--- src/rtl/adc_csr.sv ---
module adc_csr (
  input  logic       clk,
  input  logic       rst_n,
  input  logic       standby,
  input  logic       mod_stop,
  input  logic       sel,
  input  logic       rd_en,
  input  logic       wr_en,
  input  logic [7:0] wr_data,
  output logic [7:0] rd_data,
  input  logic       conv_done,
  input  logic       scan_done,
  input  logic       dma_rd,
  output logic       irq
);

  logic       end_flag;
  logic [6:0] ctl;
  logic       rd_armed;

  wire bus_wr   = sel & wr_en;
  wire bus_rd   = sel & rd_en;
  wire scan_on  = ctl[4];
  wire done_hit = scan_on ? scan_done : conv_done;
  wire sw_clear = bus_wr & rd_armed & ~wr_data[7];
  wire dma_clr  = dma_rd & irq;
  wire halt     = standby | mod_stop;

  assign irq     = end_flag & ctl[6];
  assign rd_data = sel ? {end_flag, ctl} : 8'h00;

  always_ff @(posedge clk or negedge rst_n) begin
    if (!rst_n) begin
      end_flag <= 1'b0;
      ctl      <= '0;
      rd_armed <= 1'b0;
    end else if (halt) begin
      end_flag <= 1'b0;
      ctl      <= '0;
      rd_armed <= 1'b0;
    end else begin
      if (bus_wr)
        ctl <= wr_data[6:0];

      if (bus_wr)
        rd_armed <= 1'b0;
      else if (bus_rd && end_flag)
        rd_armed <= 1'b1;

      if (done_hit)
        end_flag <= 1'b1;
      else if (sw_clear || dma_clr)
        end_flag <= 1'b0;
    end
  end

endmodule


--- config.mk ---
export PLATFORM = sky130hd
export DESIGN_NAME = adc_csr
export DESIGN_NICKNAME = d
export VERILOG_FILES = /design/src/rtl/adc_csr.sv
export SDC_FILE = /design/constraint.sdc
export NUM_CORES = 1
export LEC_CHECK = 0
export ABC_CLOCK_PERIOD_IN_PS = 1800
export BUFFER_PORTS_ARGS = -buffer_cell sky130_fd_sc_hd__buf_2
export CAP_MARGIN = 20
export CORE_AREA = 2 2 39 41
export CTS_CLUSTER_DIAMETER = 60
export DETAILED_ROUTE_END_ITERATION = 10
export DIE_AREA = 0 0 41 43
export MAX_ROUTING_LAYER = met4
export PLACE_DENSITY = 0.67
export SYNTH_ARGS = -nofsm -noshare
export SYNTH_HDL_FRONTEND = slang
export SYNTH_SLANG_ARGS = --single-unit
--- constraint.sdc ---
create_clock -name clk -period 1.8 [get_ports clk]
set_input_delay 0.09 -clock clk [delete_from_list [all_inputs] [get_ports clk]]
set_output_delay 0.09 -clock clk [all_outputs]
set_load 0.005 [all_outputs]
After elaboration in Yosys (flattened, before gate mapping)
Cells that the tools add are included.
- bits in registers: 9
- input bits: 18
- output and inout port bits: 9
- word-level logic and storage cells: 26
- muxes and demuxes: 10
- bitwise gates (word level): 8
- reductions and logical operators: 5
- operators with widths (kind ; number):
    two-way mux 7 bit ; 2
    two-way mux 8 bit ; 1
    two-way mux 1 bit ; 7
    AND 1 bit ; 6
    nonzero test 3 bit ; 2
    nonzero test 2 bit ; 1
    logical AND 1 bit ; 1
    logical OR 1 bit ; 1
    NOT 1 bit ; 1
    bitwise OR 1 bit ; 1

Depth between registers and ports, before layout
- depth after elaboration: 7
- depth in mapped cells: 4
- mapped depth without buffers: 3

Least setup slack after synthesis
OpenSTA, ideal clock, no wires.
- path kind: register to register
- from: register end_flag
- to: register rd_armed
- setup time: 0.094 ns
- arrival: 0.729 ns
- data required time: 1.706 ns
- setup slack: 0.978 ns
- cell stages (with the launch flop): 4
- buffers on the path: 0
- clock period less this slack: 0.822 ns
- cells stage by stage: dfrtp_1 -> and2_4 -> nand2_2 -> a221oi_2
- longest elaborated chain between the ends: 2
- RTL lines (element ; RTL line ; RTL):
    start: declaration ; 17 ; logic end_flag;
    start signal: assignment ; 34 ; end_flag <= 1'b0;
    start signal: assignment ; 38 ; end_flag <= 1'b0;
    start signal: assignment ; 51 ; end_flag <= 1'b1;
    logical AND 1 bit ; 47 ; else if (bus_rd && end_flag)
    nonzero test 3 bit (no source line) ; n/a ;
    end signal: assignment ; 40 ; rd_armed <= 1'b0;
    end signal: assignment ; 46 ; rd_armed <= 1'b0;
    end signal: assignment ; 48 ; rd_armed <= 1'b1;
    end: declaration ; 19 ; logic rd_armed;
Every way passes these cells.
A chain may end at the register's enable or synchronous reset.

Worst setup path in the final report
- from: register end_flag
- to: output port rd_data[7]
- longest elaborated chain between the ends: 1
- RTL lines (element ; RTL line ; RTL):
    two-way mux 8 bit ; 30 ; assign rd_data = sel ? {end_flag, ctl} : 8'h00;
    end: declaration ; 10 ; output logic [7:0] rd_data,
Every way passes these cells.

==> run summary <==
The worst hold path was traced through 3 stages. The length of the first detailed-routing pass in iterations is 3. The number of nets handed over by synthesis was 70.

The post-detailed-route DRC marker count came out at 0. The number of inserted filler cells in the final layout came out at 140. The worst-case setup margin in the final layout came out at a little under 0.8 ns. The required time at the worst-slack endpoint is around 1.7 ns. On the critical path, the stage with the largest delay is an instance of sky130_fd_sc_hd__dfrtp_1. The number of nets in the final layout is 98.

The via total after detailed routing came out at 461. The ratio of cells with drive above 1 in the final layout is 41.8%. The die width came out at 41 um. The number of standard-cell rows in the floorplan is 14. From synthesis to final layout, the design area changed by 32.9%. The clock-pin slew reported for the worst setup and hold paths after clock tree synthesis is 0.06 ns. The worst reg2reg path endpoint is end_flag$_DFFE_PN0P_.

The slew at the pin closest to its max-slew limit is 0.323 ns. The number of cells on the worst reg-to-reg path came out at 3. The final number of hold-violating endpoints is 0. In this run the most critical hold path is launched from rd_en. The category of the most critical setup path is reg -> out. STA classifies the critical path startpoint as a register. The worst hold path class is in -> reg.

The number of hold buffers added after cts came out at 1. The library cells used most frequently in the layout, excluding fill and tap cells, are sky130_fd_sc_hd__buf_2, sky130_fd_sc_hd__dfrtp_1, sky130_fd_sc_hd__and2_1, sky130_fd_sc_hd__nand2_1, sky130_fd_sc_hd__a21oi_1. At the end of routability-driven placement, the weighted congestion stood at about 0.75.

The wire length reported by the detailed router came out at 1.05 mm. The number of H-tree levels is 1. The final-report max-slew violation count came to 0.

The tree is rooted in a sky130_fd_sc_hd__clkbuf_4. In this run the tightest slew margin relative to its limit is 78.4%. For the final database, setup skew stands at a little under 0.0004 ns.

The count of buffers added by post-CTS timing repair for setup came out at 0. The completed layout was analyzed and its total power is 0.418 mW. Setup violations remaining at the end of the flow were counted as 0. The signal on the critical path passes through and2_4 -> buf_2.

The post-cts gate resize count is 0. The area of the mapped netlist is about 480 um^2. For the worst setup path, the data arrival time is 0.93 ns. The worst setup path is captured at an output port. The repair_antennas step left the layout with diodes totalling 0. The region available for standard cell placement spans approximately 1400 um^2. The number of nets with antenna violations after detailed routing is 0. TritonCTS built the clock tree. Dividing the detail-routed wire length by the instance count gives 11.0 um.

The cell area power density is 656 nW/um^2. The max-capacitance violation count came out at 0. Before CTS, the worst setup slack after placement is between 0.8 and 0.9 ns. The number of global-route vias before repair came out at 374. The initial antenna violation count was 0. The ratio of routed vias to standard cells is 4.85.

The most common cell after layout, fill and taps aside is sky130_fd_sc_hd__buf_2. The post-route setup TNS came out at 0 ns. The run finished with clean final reports.

The clock sink total came out at 9. The die covers 1760 um^2. The mean cell area of the mapped netlist is approximately 9.2 um^2.

The number of distinct standard cells referenced by the synthesized netlist came out at 17. Synthesis handed over a netlist of 52 instances. Summed over all cells, the static leakage comes to 0.322 nW. The clock insertion delay at the later pin of the skew report is roughly 0.26 ns.

The largest buffer count on any clock path came out at 2. The largest net degree at the start of global routing came out at 18. The hold-critical path endpoint is rd_armed$_DFFE_PN0P_. The post-synthesis sequential element count came out at 9.

The cell family contributing the most delay on the critical path is flip-flops. The portion of the clock cycle consumed by the worst path in the final layout is between 50% and 60%. The maximum VDD drop came out at 0.000299 V. The shortest clock period the worst path allows after layout came out at 1.02 ns. On the worst path, the slowest cell contributes a delay of 0.39 ns. The number of clock buffers inserted by TritonCTS came out at 3.

The count of buffering cells on the critical path with inverters included is 1. The wire-length estimate of the detail-placed layout is 764 um. In this run the worst path has a maximum fanout of 3. The total overflow left after global routing is 0. The worst register-to-register path begins at rd_armed$_DFFE_PN0P_. Sequential elements use 47.0% of the synthesized area.

The warning count from the yosys run is 0. Once the floorplan was initialized, standard cells occupied approximately a third of the core. The first-pass GRT wire length came out at 1.53 mm. The number of primary I/O pins came out at 27. For this run, the top clock speed supported by timing is 976 MHz.

The setup check on the worst reg-to-reg path leaves a slack of slightly above 0.9 ns. Setup repair after global routing left no endpoint under its margin. The number of input and output port buffers inserted came out at 26. The iteration-0 DRC count of the detailed router came out at 14. The total routing resource utilization after global routing is 13.4%.

The floorplan step set the die height to 43 um.
-- metal layers --
metal | global-route usage, % | wire, um | up-vias
li1 | - | - | 229
met5 | - | 0 | -
met1 | 17.5 | 467 | 210
met4 | 10.0 | 25 | 0
met2 | 17.2 | 476 | 18
met3 | 3.14 | 79 | 4
-- per-stage QoR --
stage	hold slack, ns	utilization [%]	instances	cell area [um^2]
after detailed placement	-0.0425	43.4	90	601
after floorplan	-0.206	-	52	479
after CTS	0.0737	46.0	95	637
final	0.0746	46.0	95	637
after global routing	0.0708	46.0	95	637
after global placement	-0.0482	43.4	90	601
-- flip-flops by register name (all words and copies together), names as in the netlist --
register  cells
ctl           7
rd_armed      1
end_flag      1
-- layout make-up --
class                           instances  area [um^2]  share of cell area, %
Clock buffer                            4         26.3                   4.13
Inverter                                1         3.75                  0.589
Multi-Input combinational cell         38          221                   34.8
Sequential cell                         9          225                   35.4
Tap cell                               16         20.0                   3.14
Timing Repair Buffer                   27          140                   22.0
-- worst register-to-register path: stages, from the launching register on --
cell                       delay, ns
sky130_fd_sc_hd__dfrtp_1        0.32
sky130_fd_sc_hd__inv_1          0.05
sky130_fd_sc_hd__o311ai_1       0.28
sky130_fd_sc_hd__a21oi_1        0.10
-- worst max-delay path by stage --
stage / startpoint / end / slack, ns / depth (start not counted)
global placement: sel / end_flag$_DFFE_PN0P_ / 0.87 / 4
CTS: end_flag$_DFFE_PN0P_ / rd_data[7] / 0.77 / 2
detailed placement: sel / end_flag$_DFFE_PN0P_ / 0.83 / 4
floorplan: end_flag$_DFFE_PN0P_ / rd_armed$_DFFE_PN0P_ / 0.98 / 3
global route: ctl[6]$_DFFE_PN0N_ / rd_data[6] / 0.74 / 2
finish: end_flag$_DFFE_PN0P_ / rd_data[7] / 0.78 / 2
-- cells in the mapped netlist --
| cell | count | share of area (%) |
|---|---|---|
| sky130_fd_sc_hd__nand2_2 | 1 | 1.3 |
| sky130_fd_sc_hd__nand3_1 | 7 | 7.3 |
| sky130_fd_sc_hd__buf_2 | 1 | 1.0 |
| sky130_fd_sc_hd__and2_1 | 8 | 10 |
| sky130_fd_sc_hd__a221oi_2 | 1 | 3.1 |
| sky130_fd_sc_hd__buf_4 | 1 | 1.6 |
| sky130_fd_sc_hd__and2_4 | 1 | 1.8 |
| sky130_fd_sc_hd__a21oi_1 | 8 | 8.4 |
| sky130_fd_sc_hd__clkbuf_2 | 1 | 1.0 |
| sky130_fd_sc_hd__buf_6 | 1 | 2.3 |
| sky130_fd_sc_hd__nand2_1 | 8 | 6.3 |
| sky130_fd_sc_hd__o311ai_1 | 1 | 1.8 |
| sky130_fd_sc_hd__mux2i_1 | 1 | 2.1 |
| sky130_fd_sc_hd__or2_1 | 1 | 1.3 |
| sky130_fd_sc_hd__nand2_4 | 1 | 2.3 |
| sky130_fd_sc_hd__inv_1 | 1 | 0.78 |
| sky130_fd_sc_hd__dfrtp_1 | 9 | 47 |
-- cells by family after synthesis --
kind of cell / synth area share [%]
AO/OA/AOI/OAI: 13.3
flip-flops: 47.0
buffers and inverters: 6.79
multiplexers: 2.09
AND/OR/NAND/NOR: 30.8
-- where the power goes --
part           total (mW)  internal (mW)  switching [mW]  leakage (nW)
Clock               0.153         0.0853          0.0679        0.0150
Combinational      0.0549         0.0249          0.0301         0.183
Sequential          0.209          0.207         0.00262         0.124
No activity file was read; power rests on OpenSTA's default activity.
